<file path="config.mk">
export PLATFORM = sky130hd
export DESIGN_NAME = pswallow_divider
export DESIGN_NICKNAME = d
export VERILOG_FILES = /design/src/rtl/psw_pkg.sv /design/src/rtl/psw_prescaler.sv /design/src/rtl/psw_chain.sv /design/src/rtl/psw_refdiv.sv /design/src/rtl/psw_serial.sv /design/src/rtl/pswallow_divider.sv
export SDC_FILE = /design/constraint.sdc
export NUM_CORES = 1
export LEC_CHECK = 0
export ABC_AREA = 1
export CAP_MARGIN = 0
export CORE_MARGIN = 4
export CORE_UTILIZATION = 40
export CTS_BUF_LIST = sky130_fd_sc_hd__clkbuf_4 sky130_fd_sc_hd__clkbuf_8
export CTS_CLUSTER_DIAMETER = 60
export DETAILED_ROUTE_END_ITERATION = 10
export PLACE_DENSITY_LB_ADDON = 0.1
export SYNTH_ARGS = -nofsm -noshare
export SYNTH_HDL_FRONTEND = slang
export SYNTH_SLANG_ARGS = --single-unit
</file>
<file path="constraint.sdc">
create_clock -name clk -period 3.3 [get_ports clk]
set_clock_uncertainty 0.05 [all_clocks]
set_input_delay 0.66 -clock clk [delete_from_list [all_inputs] [get_ports clk]]
set_output_delay 0.66 -clock clk [all_outputs]
set_load 0.05 [all_outputs]
</file>
<file path="src/rtl/psw_pkg.sv">
package psw_pkg;

    localparam int unsigned PRESC_BASE = 32;
    localparam int unsigned MAIN_COUNT = 47;
    localparam int unsigned SWALLOW_MAX = 41;
    localparam int unsigned REF_RATIO = 16;
    localparam int unsigned CHAN_BITS = 6;

    typedef enum logic {
        MOD_BASE = 1'b0,
        MOD_PLUS = 1'b1
    } mod_e;

    typedef struct packed {
        logic accept;
        logic reject;
    } latch_res_t;

    function automatic latch_res_t judge_word(input int unsigned word, input int unsigned max_ch);
        latch_res_t r;
        r.accept = (word >= 1) && (word <= max_ch);
        r.reject = !r.accept;
        return r;
    endfunction

endpackage

</file>
<file path="src/rtl/psw_prescaler.sv">
module psw_prescaler
    import psw_pkg::*;
#(
    parameter int unsigned P = PRESC_BASE
) (
    input  logic clk,
    input  logic rst,
    input  mod_e mod_sel,
    output logic tc
);
    localparam int unsigned CW = $clog2(P + 1);

    logic [CW-1:0] cnt;
    logic [CW-1:0] last;

    assign last = (mod_sel == MOD_PLUS) ? CW'(P) : CW'(P - 1);
    assign tc   = (cnt == last);

    always_ff @(posedge clk) begin
        if (rst)
            cnt <= '0;
        else if (tc)
            cnt <= '0;
        else
            cnt <= cnt + 1'b1;
    end

    assert_presc_bound_R2: assert property (@(posedge clk) disable iff (rst)
        cnt <= CW'(P));

    assert_presc_wrap_R2: assert property (@(posedge clk) disable iff (rst)
        tc |=> (cnt == '0));

endmodule

</file>
<file path="src/rtl/psw_chain.sv">
module psw_chain
    import psw_pkg::*;
#(
    parameter int unsigned N  = MAIN_COUNT,
    parameter int unsigned AMAX = SWALLOW_MAX,
    parameter int unsigned AW = CHAN_BITS
) (
    input  logic          clk,
    input  logic          rst,
    input  logic          pre_tc,
    input  logic [AW-1:0] chan_pend,
    output mod_e          mod_sel,
    output logic          fb_pulse
);
    localparam int unsigned NW = $clog2(N);

    logic [NW-1:0] main_cnt;
    logic [AW-1:0] swal_cnt;
    logic [AW-1:0] div_a;

    assign mod_sel  = (swal_cnt < div_a) ? MOD_PLUS : MOD_BASE;
    assign fb_pulse = pre_tc && (main_cnt == NW'(N - 1));

    always_ff @(posedge clk) begin
        if (rst) begin
            main_cnt <= '0;
            swal_cnt <= '0;
            div_a    <= AW'(1);
        end else if (fb_pulse) begin
            main_cnt <= '0;
            swal_cnt <= '0;
            div_a    <= chan_pend;
        end else if (pre_tc) begin
            main_cnt <= main_cnt + 1'b1;
            if (mod_sel == MOD_PLUS)
                swal_cnt <= swal_cnt + 1'b1;
        end
    end

    assert_swallow_window_R2: assert property (@(posedge clk) disable iff (rst)
        (mod_sel == MOD_PLUS) |-> (AW'(main_cnt) < div_a));

    assert_mod_changes_on_tc_R2: assert property (@(posedge clk) disable iff (rst)
        !pre_tc |=> $stable(mod_sel));

    assert_fb_single_R3: assert property (@(posedge clk) disable iff (rst)
        fb_pulse |=> !fb_pulse);

    assert_chan_hold_R7: assert property (@(posedge clk) disable iff (rst)
        !fb_pulse |=> $stable(div_a));

    assert_chan_range_R8: assert property (@(posedge clk) disable iff (rst)
        (div_a >= AW'(1)) && (div_a <= AW'(AMAX)));

endmodule

</file>
<file path="src/rtl/psw_refdiv.sv">
module psw_refdiv
    import psw_pkg::*;
#(
    parameter int unsigned R = REF_RATIO
) (
    input  logic clk,
    input  logic rst,
    input  logic ce,
    output logic pulse
);
    localparam int unsigned RW = (R > 1) ? $clog2(R) : 1;

    logic [RW-1:0] cnt;

    assign pulse = ce && (cnt == RW'(R - 1));

    always_ff @(posedge clk) begin
        if (rst)
            cnt <= '0;
        else if (pulse)
            cnt <= '0;
        else if (ce)
            cnt <= cnt + 1'b1;
    end

    assert_ref_hold_R4: assert property (@(posedge clk) disable iff (rst)
        !ce |=> $stable(cnt));

    assert_ref_single_R4: assert property (@(posedge clk) disable iff (rst)
        pulse |=> !pulse);

endmodule

</file>
<file path="src/rtl/psw_serial.sv">
module psw_serial
    import psw_pkg::*;
#(
    parameter int unsigned AW   = CHAN_BITS,
    parameter int unsigned AMAX = SWALLOW_MAX
) (
    input  logic          clk,
    input  logic          rst,
    input  logic          ser_clk,
    input  logic          ser_data,
    input  logic          ser_le,
    output logic [AW-1:0] chan_pend,
    output logic          chan_err
);
    logic          sclk_q;
    logic          le_q;
    logic [AW-1:0] shreg;
    logic          shift_en;
    logic          latch_en;
    latch_res_t    verdict;

    assign shift_en = ser_clk && !sclk_q;
    assign latch_en = ser_le && !le_q;
    assign verdict  = judge_word(int'(shreg), AMAX);

    always_ff @(posedge clk) begin
        if (rst) begin
            sclk_q    <= 1'b0;
            le_q      <= 1'b0;
            shreg     <= '0;
            chan_pend <= AW'(1);
            chan_err  <= 1'b0;
        end else begin
            sclk_q   <= ser_clk;
            le_q     <= ser_le;
            chan_err <= latch_en && verdict.reject;
            if (shift_en)
                shreg <= {shreg[AW-2:0], ser_data};
            if (latch_en && verdict.accept)
                chan_pend <= shreg;
        end
    end

    assert_err_single_R8: assert property (@(posedge clk) disable iff (rst)
        chan_err |=> !chan_err);

    assert_err_keeps_chan_R8: assert property (@(posedge clk) disable iff (rst)
        chan_err |-> $stable(chan_pend));

    assert_pend_range_R6: assert property (@(posedge clk) disable iff (rst)
        (chan_pend >= AW'(1)) && (chan_pend <= AW'(AMAX)));

endmodule

</file>
<file path="src/rtl/pswallow_divider.sv">
module pswallow_divider
    import psw_pkg::*;
#(
    parameter int unsigned P    = PRESC_BASE,
    parameter int unsigned N    = MAIN_COUNT,
    parameter int unsigned AMAX = SWALLOW_MAX,
    parameter int unsigned R    = REF_RATIO,
    parameter int unsigned AW   = CHAN_BITS
) (
    input  logic clk,
    input  logic rst,
    input  logic ref_ce,
    input  logic ser_clk,
    input  logic ser_data,
    input  logic ser_le,
    output logic fb_pulse,
    output logic ref_pulse,
    output logic chan_err
);
    logic          pre_tc;
    mod_e          mod_sel;
    logic [AW-1:0] chan_pend;

    psw_serial #(.AW(AW), .AMAX(AMAX)) u_serial (
        .clk       (clk),
        .rst       (rst),
        .ser_clk   (ser_clk),
        .ser_data  (ser_data),
        .ser_le    (ser_le),
        .chan_pend (chan_pend),
        .chan_err  (chan_err)
    );

    psw_prescaler #(.P(P)) u_presc (
        .clk     (clk),
        .rst     (rst),
        .mod_sel (mod_sel),
        .tc      (pre_tc)
    );

    psw_chain #(.N(N), .AMAX(AMAX), .AW(AW)) u_chain (
        .clk       (clk),
        .rst       (rst),
        .pre_tc    (pre_tc),
        .chan_pend (chan_pend),
        .mod_sel   (mod_sel),
        .fb_pulse  (fb_pulse)
    );

    psw_refdiv #(.R(R)) u_ref (
        .clk   (clk),
        .rst   (rst),
        .ce    (ref_ce),
        .pulse (ref_pulse)
    );

    initial begin
        assert_swallow_legal_R2: assert (AMAX < N);
    end

endmodule

</file>
# Word-level counts from Yosys, hierarchy flattened
# Cells that the tools add are included.
[word_totals] register_bits=43 in_bits=6 wordCells=36 out_inout_bits=3
[op_classes] n_lt_le_gt_ge=3 eq_ne=3 mux=2 n_addsub=4 n_reduce_logical=14
[ops] operator="$add 6x1->6 const B" count=3
[ops] operator="$logic_and 1x1->1" count=7
[ops] operator="$eq 6x6->1" count=1
[ops] operator="$eq 6x6->1 const B" count=1
[ops] operator="$ge 6x1->1 const B" count=1
[ops] operator="$le 6x6->1 const B" count=1
[ops] operator="$lt 6x6->1" count=1
[ops] operator="$mux 6" count=1
[ops] operator="$reduce_or 2->1" count=3
[ops] operator="$add 4x1->4 const B" count=1
[ops] operator="$eq 4x4->1 const B" count=1
[ops] operator="$logic_not 1->1" count=3
[ops] operator="$reduce_and 2->1" count=1
[ops] operator="$mux 1" count=1

# Longest topological paths before layout
# Gate-level depths: netlist of the first run.
[logic_depth] word_depth=6 mapped_depth=12

# Hierarchy
# From an unflattened synthesis of the first run, not the netlist that was laid out.
[hier_totals] cells_unflattened=293 hier_area_um2=2113.3
[modules_own_cells] module="psw_chain" cells_each=147 area_per_inst_um2=1037.2 n_inst=1
[modules_own_cells] module="psw_serial" cells_each=78 area_per_inst_um2=591.8 n_inst=1
[modules_own_cells] module="psw_prescaler" cells_each=44 area_per_inst_um2=299.0 n_inst=1
[modules_own_cells] module="psw_refdiv" cells_each=24 area_per_inst_um2=185.2 n_inst=1

# Worst setup path after synthesis of the first run
# No wires, ideal clock.
[synth_path] path_kind="reg2out" start="reg u_chain.div_a[5]" end="out fb_pulse" stages_incl_launch_ff=10 arrival_time_ps=1619 slack_ps=971 required_time_ps=2590 cell_sequence="dfxtp_1 > inv_1 > ha_1 > nand2_1 > inv_1 > a21oi_4 > nand3_4 > nand2_8 > nand2_4 > inv_1"
[synth_via] elab_chain_cells=5
[synth_lines] item="start: declaration" line_no="psw_chain.sv:19" rtl="logic [AW-1:0] div_a;"
[synth_lines] item="start signal: assignment" line_no="psw_chain.sv:32" rtl="div_a <= chan_pend;"
[synth_lines] item="$lt 6x6->1" line_no="psw_chain.sv:21" rtl="assign mod_sel = (swal_cnt < div_a) ? MOD_PLUS : MOD_BASE;"
[synth_lines] item="$mux 1" line_no="psw_chain.sv:21"
[synth_lines] item="$mux 6" line_no="psw_prescaler.sv:16" rtl="assign last = (mod_sel == MOD_PLUS) ? CW'(P) : CW'(P - 1);"
[synth_lines] item="$eq 6x6->1" line_no="psw_prescaler.sv:17" rtl="assign tc = (cnt == last);"
[synth_lines] item="$logic_and 1x1->1" line_no="psw_chain.sv:22" rtl="assign fb_pulse = pre_tc && (main_cnt == NW'(N - 1));"
[synth_lines] item="end: declaration" line_no="pswallow_divider.sv:16" rtl="output logic fb_pulse,"
# Every way passes these cells.

# Worst setup path after layout of the first run
# Ends and elaborated chain as after synthesis.

==> results of run 1 <==
-- through the flow --
step / hold slack [ns] / std cells
final: 0.374 / 363
after global routing: 0.406 / 363
after CTS: 0.377 / 363
after detailed placement: 0.361 / 355
after global placement: 0.359 / 355
after floorplan: 0.348 / 282
-- state kept, by name, indices dropped and copies added, names as in the netlist --
| register | flops |
|---|---|
| u_chain.div_a | 6 |
| u_chain.main_cnt | 6 |
| u_chain.swal_cnt | 6 |
| u_presc.cnt | 6 |
| u_serial.chan_pend | 6 |
| u_serial.shreg | 6 |
| u_ref.cnt | 4 |
| u_serial.chan_err | 1 |
| u_serial.le_q | 1 |
| u_serial.sclk_q | 1 |
-- worst register-to-register path, stage by stage, from the launching register on --
cell and delay [ns]:
dfxtp_1 0.34, inv_1 0.05, ha_1 0.30, nand2_1 0.09
inv_1 0.07, a21oi_4 0.18, nand3_4 0.24, nand2_8 0.24
nand2_4 0.08, nand2_4 0.14, nor2_1 0.07
-- power breakdown --
group | internal [mW] | switching [mW] | total, mW | leakage, nW
clock | 0.171 | 0.192 | 0.363 | 0.0474
sequential | 0.539 | 0.0114 | 0.550 | 0.350
combinational | 0.0264 | 0.0415 | 0.0679 | 0.643
-- synth_stat cells --
library cell  count
nand2_1          49
dfxtp_1          43
inv_1            43
nor2_1           42
nand3_1          19
a21oi_1          18
o21ai_0          17
ha_1             10
xor2_1            8
xnor2_1           4
buf_6             3
nand2_4           3
nor2_2            3
buf_2             2
clkbuf_1          2
nand2_2           2
nand4_1           2
nor3_1            2
or2_2             2
a21oi_4           1
inv_2             1
mux2i_1           1
nand2_8           1
nand3_4           1
nand4_2           1
nor4_1            1
o211ai_1          1
-- final cells by class --
| class | instances | area, um2 | area share |
|---|---|---|---|
| flip-flops and latches | 43 | 861 | 0.369 |
| inverters | 44 | 165 | 0.0707 |
| repair buffers | 10 | 90.1 | 0.0386 |
| clock buffers | 6 | 82.6 | 0.0354 |
| well taps | 70 | 87.6 | 0.0375 |
| multi-input cells | 188 | 1030 | 0.442 |
| clock inverters | 2 | 16.3 | 0.00697 |
-- cells by family after synthesis --
logic type / count (synthesis)
AND/OR/NAND/NOR: 128
adder cells (fa/ha/maj): 10
AO/OA/AOI/OAI: 37
buffers and inverters: 51
multiplexers: 1
flip-flops: 43
XOR/XNOR: 12
-- worst paths after layout --
kind | slack, ns | cells after the start | endpoint | from
worst max-delay path | 0.47 | 10 | fb_pulse | u_chain.div_a[5]$_SDFFE_PP0P_
worst min-delay path | 0.37 | 1 | u_serial.chan_err$_SDFF_PP0_ | u_serial.le_q$_SDFF_PP0_
worst max register to register | 1.34 | 10 | u_chain.swal_cnt[3]$_SDFFE_PP0P_ | u_chain.div_a[5]$_SDFFE_PP0P_
worst min register to register | 0.37 | 1 | u_serial.chan_err$_SDFF_PP0_ | u_serial.le_q$_SDFF_PP0_
-- layer usage --
metal  track usage  up-vias  part of all wire
met5             0        -                 0
met4        0.0557        0             0.019
met3        0.0404        6             0.030
met2         0.220       15              0.45
met1         0.159      709              0.50
li1              -      899                 -
-- placed cells by master, fill, tap and decap left out, drive strengths merged --
cell	synthesis	routed
nand2	55	55
nand4	3	3
xnor2	4	4
clkinv	0	1
xor2	8	8
mux2i	1	1
clkdlybuf4s50	0	6
ha	10	10
a21oi	19	19
or2	2	2
clkbuf	2	6
inv	44	44
nand3	20	20
nor4	1	1
nor2	45	45
nor3	2	2
clkinvlp	0	1
o21ai	17	17
buf	5	4
dfxtp	43	43
o211ai	1	1
==> out/metrics.cfg, run 1 <==
[outcome]
status=finished, final reports clean

[floorplan]
die_width_um=80.6
chipHeight_um=80.6
core_um2=5110
rows=26
pin_count=9
initial_core_util=0.413
dieArea_um2=6500

[timing]
finalSetupViolCount=0
tightestPinTransition_ns=0.492
rsz0062_at_grt=no
hold_violations=0
final_min_period_over_clock_period=0.858
slew_violations=0
fmax_mhz=353
relSlewSlack=0.672
fin_tns_setup_ns=0
period_needed_ns=2.83
setup_ws_ns=0.468

[logic_synthesis]
synth_compound_area_frac=0.0943
syn_avg_cell_area_um2=7.48
ys_ff_latch=43
synth.distinct_cells=27
postSynthCellCount=282
synth-simple-area-share=0.281
ys_seq_area_frac=0.408
synth_nets=298
netlist_top_cells_area=dfxtp_1 (41%), nand2_1 (8.7%), inv_1 (7.7%), nor2_1 (7.5%), ha_1 (5.9%)
synth_top_cell_by_area=dfxtp_1
synth_top_family_by_area=simple AND/OR/NAND/NOR gates
yosysTopAreaCellShare=0.408
synthAdderAreaFrac=0.0593
synth_warnings=0
synth_xor_area_frac=0.0498
syn-cell-area_um2=2110
synth_mux_area_frac=0.00474

[worst_setup_path]
cp_common_cell=inv_1
crit_chain=inv_1 -> ha_1 -> nand2_1 -> inv_1 -> a21oi_4 -> nand3_4 -> nand2_8 -> nand2_4 -> inv_1 -> buf_4
critPathLaunchType=flip-flop
arrival_ns=2.12
slowest_stage=dfxtp_1
path_delay_family=simple AND/OR/NAND/NOR gates
critical_path.max_fanout=19
crit_required_ns=2.59
path_class=reg -> out
path_buf_inv=4
cpPeakStageDelay_ns=0.34
endpoint_kind=primary output

[clock_tree]
cts_resized=0
cts_max_path_buffers=2
path_clk_slew_ns=0.09
cts_root_buf=clkbuf_8
cts.sinks=43
cts_tree=yes
cts_buffers=5
clkLatencyLatePin_ns=0.30
cts_setup_buffers=0
cts-hold-fix-buffers=0
cts.htree.levels=2

[global_routing]
grt_start_max_net_pins=20
grt_pass1_vias=1574
grt_pass1_wl_um=6690
grt_util_all_layers=0.133
antenna_found_initial=0
grt_overflow=0

[drt]
wirelength_um=3660
ant_nets=0
via_per_inst=4.49
num_vias=1629
wl_per_cell_um=10.1
drc_errors=0
detailedRoute.firstPassIterationCount=4
drt_iter0_drc=46

[finish]
drive_above_1_share=0.0922
nNetsFinal=308
area_growth_pct=10.7
utilization=0.457
fillCellCount=557
diodes=0
fin_area_um2=2330

[place]
placement.cell_area_um2=2240
gp_congestion=0.769
hpwl_um=2590
pre_cts_ws_ns=0.789
port_buffers=8

[power]
powerDensity_nw_per_um2=420
leakagePower_nw=1.04
power.total_mw=0.981
ir_drop_uv=234

[worst_hold_path]
hp-class=reg -> reg

[job]
drv_cap=0

(Power assumes the default switching activity.)
==> run 2, diff against run 1 <==
- ABC_CLOCK_PERIOD_IN_PS: unset -> 3300
==> results of run 2 <==
The final DEF is identical to that of run 1; final timing and power are the same.
